### src/rtl/audio_port_pkg.sv
`timescale 1ns/1ps
package audio_port_pkg;
  typedef enum logic [1:0] {
    FMT_RJ24_LJ = 2'b00,
    FMT_RJ16_LJ = 2'b01,
    FMT_LJ      = 2'b10,
    FMT_I2S     = 2'b11
  } fmt_e;

  function automatic logic is_i2s(fmt_e f);
    return f == FMT_I2S;
  endfunction
endpackage

### src/rtl/sap_sync_edge.sv
`timescale 1ns/1ps
module sap_sync_edge #(
  parameter int unsigned STAGES = 2
) (
  input  logic clk_i,
  input  logic rst_ni,
  input  logic bclk_i,
  input  logic lrclk_i,
  input  logic sdin_i,
  output logic bclk_rise_o,
  output logic bclk_fall_o,
  output logic lr_o,
  output logic lr_chg_o,
  output logic sd_o
);
  localparam int unsigned NSIG = 3;

  logic [NSIG-1:0] raw, synced;
  logic bclk_q, lr_q;

  assign raw = {sdin_i, lrclk_i, bclk_i};

  for (genvar g = 0; g < NSIG; g++) begin : g_sync
    logic [STAGES-1:0] chain;
    always_ff @(posedge clk_i or negedge rst_ni) begin
      if (!rst_ni) chain <= '0;
      else         chain <= {chain[STAGES-2:0], raw[g]};
    end
    assign synced[g] = chain[STAGES-1];
  end

  always_ff @(posedge clk_i or negedge rst_ni) begin
    if (!rst_ni) begin
      bclk_q <= 1'b0;
      lr_q   <= 1'b0;
    end else begin
      bclk_q <= synced[0];
      lr_q   <= synced[1];
    end
  end

  assign bclk_rise_o = synced[0] & ~bclk_q;
  assign bclk_fall_o = ~synced[0] & bclk_q;
  assign lr_o        = synced[1];
  assign lr_chg_o    = synced[1] ^ lr_q;
  assign sd_o        = synced[2];
endmodule

### src/rtl/sap_rx.sv
`timescale 1ns/1ps
module sap_rx
  import audio_port_pkg::*;
#(
  parameter int unsigned WORD_W  = 24,
  parameter int unsigned SHORT_W = 16,
  parameter int unsigned IDX_W   = 6
) (
  input  logic              clk_i,
  input  logic              rst_ni,
  input  fmt_e              fmt_i,
  input  logic              rise_i,
  input  logic              lr_i,
  input  logic              sd_i,
  output logic [WORD_W-1:0] left_o,
  output logic [WORD_W-1:0] right_o,
  output logic              valid_o
);
  localparam logic [IDX_W-1:0] IDX_MAX = {IDX_W{1'b1}};
  localparam logic [IDX_W-1:0] IDX_SPILL = IDX_W'(WORD_W - 1);

  logic              lr_q, primed, have_left, frame_edge, left_done;
  logic [IDX_W-1:0]  idx, idx_nxt;
  logic [WORD_W-1:0] sh, fin;

  // bit index within the half-frame that belongs to the word window
  function automatic logic take(fmt_e f, logic [IDX_W-1:0] i);
    case (f)
      FMT_RJ24_LJ, FMT_RJ16_LJ: take = 1'b1;
      FMT_LJ:  take = int'(i) < WORD_W;
      default: take = (i != '0) && (int'(i) <= WORD_W);
    endcase
  endfunction

  assign frame_edge = lr_i ^ lr_q;
  assign left_done  = is_i2s(fmt_i) ? ~lr_q : lr_q;
  assign idx_nxt    = (idx == IDX_MAX) ? idx : idx + 1'b1;

  always_comb begin
    case (fmt_i)
      FMT_RJ16_LJ: fin = {sh[SHORT_W-1:0], {(WORD_W-SHORT_W){1'b0}}};
      FMT_I2S:     fin = (idx == IDX_SPILL) ? {sh[WORD_W-2:0], sd_i} : sh;
      default:     fin = sh;
    endcase
  end

  always_ff @(posedge clk_i or negedge rst_ni) begin
    if (!rst_ni) begin
      lr_q      <= 1'b0;
      primed    <= 1'b0;
      have_left <= 1'b0;
      idx       <= '0;
      sh        <= '0;
      left_o    <= '0;
      right_o   <= '0;
      valid_o   <= 1'b0;
    end else begin
      valid_o <= 1'b0;
      if (rise_i) begin
        lr_q <= lr_i;
        if (frame_edge) begin
          primed <= 1'b1;
          idx    <= '0;
          sh     <= take(fmt_i, '0) ? WORD_W'(sd_i) : '0;
          if (primed) begin
            if (left_done) begin
              left_o    <= fin;
              have_left <= 1'b1;
            end else if (have_left) begin
              right_o   <= fin;
              valid_o   <= 1'b1;
              have_left <= 1'b0;
            end
          end
        end else begin
          idx <= idx_nxt;
          if (take(fmt_i, idx_nxt)) sh <= {sh[WORD_W-2:0], sd_i};
        end
      end
    end
  end
endmodule

### src/rtl/sap_tx.sv
`timescale 1ns/1ps
module sap_tx
  import audio_port_pkg::*;
#(
  parameter int unsigned WORD_W = 24,
  parameter int unsigned IDX_W  = 6
) (
  input  logic              clk_i,
  input  logic              rst_ni,
  input  fmt_e              fmt_i,
  input  logic              fall_i,
  input  logic              lr_i,
  input  logic              lr_chg_i,
  input  logic [WORD_W-1:0] left_i,
  input  logic [WORD_W-1:0] right_i,
  output logic              sd_o
);
  localparam logic [IDX_W-1:0] IDX_MAX = {IDX_W{1'b1}};
  localparam logic [IDX_W-1:0] IDX_SPILL = IDX_W'(WORD_W - 1);

  logic [WORD_W-1:0] w, w_new;
  logic [IDX_W-1:0]  p, p_nxt;
  logic              new_left;

  function automatic logic bit_at(fmt_e f, logic [WORD_W-1:0] v, logic [IDX_W-1:0] q);
    int qi;
    qi = int'(q);
    if (is_i2s(f)) bit_at = (qi >= 1 && qi <= WORD_W) ? v[WORD_W-qi] : 1'b0;
    else           bit_at = (qi < WORD_W) ? v[WORD_W-1-qi] : 1'b0;
  endfunction

  assign new_left = is_i2s(fmt_i) ? ~lr_i : lr_i;
  assign w_new    = new_left ? left_i : right_i;
  assign p_nxt    = (p == IDX_MAX) ? p : p + 1'b1;

  always_ff @(posedge clk_i or negedge rst_ni) begin
    if (!rst_ni) begin
      w    <= '0;
      p    <= '0;
      sd_o <= 1'b0;
    end else if (lr_chg_i) begin
      w <= w_new;
      p <= '0;
      // I2S: a 24-clock half leaves the old LSB for this slot
      if (is_i2s(fmt_i)) sd_o <= (p == IDX_SPILL) ? w[0] : 1'b0;
      else               sd_o <= w_new[WORD_W-1];
    end else if (fall_i) begin
      p    <= p_nxt;
      sd_o <= bit_at(fmt_i, w, p_nxt);
    end
  end
endmodule

### src/rtl/audio_serial_port.sv
`timescale 1ns/1ps
module audio_serial_port
  import audio_port_pkg::*;
#(
  parameter int unsigned WORD_W      = 24,
  parameter int unsigned SHORT_W     = 16,
  parameter int unsigned SYNC_STAGES = 2,
  parameter int unsigned IDX_W       = 6
) (
  input  logic              clk_i,
  input  logic              rst_ni,
  input  logic [1:0]        fmt_i,
  input  logic              bclk_i,
  input  logic              lrclk_i,
  input  logic              sdin_i,
  output logic              sdout_o,
  input  logic [WORD_W-1:0] tx_left_i,
  input  logic [WORD_W-1:0] tx_right_i,
  output logic [WORD_W-1:0] rx_left_o,
  output logic [WORD_W-1:0] rx_right_o,
  output logic              rx_valid_o
);
  fmt_e fmt;
  logic bclk_rise, bclk_fall, lr_s, lr_chg, sd_s;

  assign fmt = fmt_e'(fmt_i);

  sap_sync_edge #(.STAGES(SYNC_STAGES)) u_sync (
    .clk_i, .rst_ni, .bclk_i, .lrclk_i, .sdin_i,
    .bclk_rise_o(bclk_rise), .bclk_fall_o(bclk_fall),
    .lr_o(lr_s), .lr_chg_o(lr_chg), .sd_o(sd_s)
  );

  sap_rx #(.WORD_W(WORD_W), .SHORT_W(SHORT_W), .IDX_W(IDX_W)) u_rx (
    .clk_i, .rst_ni, .fmt_i(fmt), .rise_i(bclk_rise), .lr_i(lr_s), .sd_i(sd_s),
    .left_o(rx_left_o), .right_o(rx_right_o), .valid_o(rx_valid_o)
  );

  sap_tx #(.WORD_W(WORD_W), .IDX_W(IDX_W)) u_tx (
    .clk_i, .rst_ni, .fmt_i(fmt), .fall_i(bclk_fall), .lr_i(lr_s), .lr_chg_i(lr_chg),
    .left_i(tx_left_i), .right_i(tx_right_i), .sd_o(sdout_o)
  );
endmodule

### config.mk
export PLATFORM = sky130hd
export DESIGN_NAME = audio_serial_port
export DESIGN_NICKNAME = d
export VERILOG_FILES = /design/src/rtl/audio_port_pkg.sv /design/src/rtl/sap_sync_edge.sv /design/src/rtl/sap_rx.sv /design/src/rtl/sap_tx.sv /design/src/rtl/audio_serial_port.sv
export SDC_FILE = /design/constraint.sdc
export NUM_CORES = 1
export LEC_CHECK = 0
export BUFFER_PORTS_ARGS = -buffer_cell sky130_fd_sc_hd__buf_4
export CORE_MARGIN = 3
export CORE_UTILIZATION = 46
export DETAILED_ROUTE_END_ITERATION = 8
export GPL_ROUTABILITY_DRIVEN = 0
export GPL_TIMING_DRIVEN = 0
export PLACE_DENSITY = 0.7
export SLEW_MARGIN = 25
export SYNTH_ARGS = -nofsm -noshare
export SYNTH_HDL_FRONTEND = slang
export SYNTH_SLANG_ARGS = --single-unit
### constraint.sdc
create_clock -name clk_i -period 3.17 [get_ports clk_i]
set_clock_uncertainty 0.1 [all_clocks]
set_input_delay 0.1585 -clock clk_i [delete_from_list [all_inputs] [get_ports clk_i]]
set_output_delay 0.1585 -clock clk_i [all_outputs]
set_load 0.05 [all_outputs]
==> flow_metrics.tcl <==
set metrics [dict create \
    slew_violations 0 \
    yosys.area.top_type "dfrtp_1" \
    antenna_cells 0 \
    critPathSlowestCell "dfrtp_1" \
    relSlewSlack_pct 37.8 \
    muxShareOfSynthArea_pct 15.4 \
    root_buffer "clkbuf_16" \
    nets 820 \
    fin_crit_sh_pct 97.5 \
    core-area_um2 12800 \
    chipHeight_um 121 \
    rr_endpoint "u_tx.sd_o$_DFFE_PN0P_" \
    whs_endpoint "u_tx.w[9]$_DFFE_PN0N_" \
    dp_hpwl_um 11000 \
    post-route-util_pct 65.4 \
    cts-buffers-inserted 17 \
    syn-cell-area_um2 6100 \
    drive_above_1_share_pct 28.1 \
    multiInputGateArea_um2 2950 \
    synthXorXnorAreaFrac_pct 1.60 \
    hp-start "tx_right_i[9]" \
    cap_violations 0 \
    yosysSeqAreaShare_pct 49.6 \
    grt_max_degree 65 \
    critical_path_class "reg2reg" \
    clk_latency_ps 420 \
    hold_slack_ps 21.3 \
    yosysTopAreaCellShare_pct 49.6 \
    ant_nets 0 \
    cp.arrival_ps 3310 \
    fill_cells 974 \
    drc 0 \
    clk_pin_slew_worst_paths_ps 60 \
    clkSinkCount 121 \
    portBuffers 104 \
    hold_viol 0 \
    first_pass_iters 6 \
    tightest_slew_ps 931 \
    fp-row-count 41 \
    viasPerCell 5.74 \
    cpLargestDelayFamily "compound AO/OA/AOI/OAI gates" \
    clock_path_buffers 2 \
    start_util_pct 47.8 \
    syn_nets 636 \
    syn_inst 576 \
    worstRegToRegCells 12 \
    synth_compound_area_share_pct 18.4 \
    async_flop_share_pct 100 \
    layout.cells.non_filler 945 \
    wl_um 16900 \
    timing.fmax_mhz 323 \
    crit_start "u_tx.p[0]$_DFFE_PN0P_" \
    crit_path_end_kind "flip-flop" \
    cp_cell_sequence "buf_4 > inv_1 > ha_2 > mux2i_4 > ha_4 > inv_1 > nor3_4 > nor2_4 > mux4_2 > mux2i_1 > a211o_1 > o31ai_2" \
    synth_top_flop_cell "dfrtp_1" \
    status "finished clean" \
    cp_max_fo 7 \
    io_pins 105 \
    crit_buf_inv 3 \
    irDropWorstVdd_mv 0.575 \
    grt_pass1_wl_um 27200 \
    first_global_vias 5397 \
    synth_edf_count 0 \
    leakage_uw 0.00389 \
    ff_latch_area_um2 3030 \
    startpoint_type "flip-flop" \
    grt_overflow 0 \
    synth_area_per_cell_um2 10.6 \
    dieArea_um2 14700 \
    yosys.area_share.simple_pct 10.9 \
    htreeDepth 4 \
    syn_to_final_growth_pct 37.0 \
    via_count 5423 \
    cp_common_cell "inv_1" \
    post_drt_wl_per_cell_um 17.9 \
    power.density_nw_per_um2 709 \
    critPathRequiredTime_ps 3390 \
    setup_viol 0 \
    die_x_um 121 \
    yosysWarnings 0 \
    synthTopCellsByArea "dfrtp_1 (50%), mux2_2 (6.8%), mux2i_1 (6.4%)" \
    ys_ff_latch 121 \
    hold_depth 3 \
    r2r_start "u_tx.p[0]$_DFFE_PN0P_" \
    hold_class "in2reg" \
    slowest_delay_ps 410 \
    ys_types 58 \
    period_minus_slack_ps 3090 \
    antenna_found_initial 0 \
    r2r_setup_slack_ps 80 \
    synth_fa_ha_area_share_pct 1.03 \
    drt_iter0_markers 596 \
    synth_top_family_by_area "compound AO/OA/AOI/OAI gates" \
    total_power_uw 5930 \
    cts_tree "built" \
    dp.cells 853 \
    grt_usage_pct 23.5 \
]
cells in the mapped netlist (8+ instances only):
cell / instances
mux2_2: 37
a22o_1: 23
inv_1: 9
o22ai_1: 16
o21ai_0: 40
dfrtp_1: 121
buf_2: 15
clkbuf_1: 18
a21oi_1: 54
nor2_1: 52
a22oi_1: 8
nand2_1: 46
mux2i_1: 39
how the worst max path moves through the flow:
stage / endpoint / slack (ps) / cells after the start
after global routing: u_tx.sd_o$_DFFE_PN0P_ / -50 / 14
after detailed placement: u_tx.sd_o$_DFFE_PN0P_ / -570 / 12
final: u_tx.sd_o$_DFFE_PN0P_ / 80 / 12
after global placement: u_tx.sd_o$_DFFE_PN0P_ / -500 / 12
after floorplan: u_tx.sd_o$_DFFE_PN0P_ / 60 / 12
after CTS: u_tx.sd_o$_DFFE_PN0P_ / 10 / 12
layout make-up:
class / count / share of cell area, %
Clock inverter: 10 / 1.42
Sequential cell: 121 / 36.2
Buffer: 35 / 1.86
Inverter: 9 / 0.404
Multi-Input combinational cell: 411 / 35.3
Clock buffer: 22 / 5.55
Tap cell: 172 / 2.58
Timing Repair Buffer: 165 / 16.6
state kept, by name, indices dropped and copies added, names as in the netlist:
signal               count
u_rx.left_o             24
u_rx.right_o            24
u_rx.sh                 24
u_tx.w                  24
u_rx.idx                 6
u_sync.g_sync.chain      6
u_tx.p                   6
u_rx.have_left           1
u_rx.lr_q                1
u_rx.primed              1
u_rx.valid_o             1
u_sync.bclk_q            1
u_sync.lr_q              1
u_tx.sd_o                1
metrics by stage:
step	setup WS, ps	area, um2	setup TNS [ps]
2_1_floorplan	59.1	6100	0
3_3_place_gp	-502	7100	-502
3_5_place_dp	-567	7130	-567
4_1_cts	14.1	8250	0
5_1_grt	-46.6	8360	-46.6
6_report	78.4	8360	0
worst reg2reg max path: stages (launching register included):
cell and delay (ps):
dfrtp_1 410, buf_4 190, inv_1 110, ha_2 330, mux2i_4 200, ha_4 180, inv_1 80, nor3_4 310
nor2_4 120, mux4_2 260, mux2i_1 100, a211o_1 320, o31ai_2 270
per-layer routing:
layer	track usage, %	vias up	wire length (um)
met2	37.5	208	8300
met5	0	-	0
met4	7.00	0	257
met3	6.48	30	949
li1	-	2488	-
met1	31.6	2697	7430
cell usage in the layout, fill, tap and decap left out, types with 3 or more instances in the layout:
| cell | instances |
|---|---|
| a211oi_1 | 4 |
| a21o_1 | 4 |
| a21oi_1 | 54 |
| a22o_1 | 23 |
| a22oi_1 | 8 |
| a31oi_1 | 4 |
| and2_1 | 3 |
| buf_2 | 13 |
| buf_4 | 113 |
| clkbuf_1 | 21 |
| clkbuf_16 | 17 |
| clkinvlp_4 | 3 |
| dfrtp_1 | 121 |
| dlygate4sd3_1 | 51 |
| inv_1 | 9 |
| mux2_2 | 37 |
| mux2i_1 | 38 |
| mux4_2 | 6 |
| nand2_1 | 46 |
| nand3_1 | 6 |
| nor2_1 | 52 |
| nor2b_1 | 4 |
| nor3_1 | 5 |
| o21ai_0 | 40 |
| o22ai_1 | 16 |
| xnor2_1 | 4 |
| xor2_1 | 4 |
what timing repair did:
action,CTS,global route
pin swaps,2,5
cloned,0,0
setup endpoints to repair,1,1
gates resized for setup,3,11
hold endpoints to repair,90,0
buffers inserted,2,7
hold buffers,51,0
logic make-up (layout without fill, tap and decap cells):
kind of cell | count (synthesis) | after routing
buf+inv | 44 | 241
flops | 121 | 121
xor+xnor | 9 | 9
mux | 82 | 82
compound gates | 177 | 177
simple gates | 138 | 138
fa+ha+maj | 5 | 5
where the power goes:
part	switching, uW	internal [uW]	leakage (uW)
sequential	206	1840	0.00156
combinational	1260	729	0.00205
clock	701	1200	0.000277
total	2160	3760	0.00389
No activity file was read; power rests on OpenSTA's default activity.
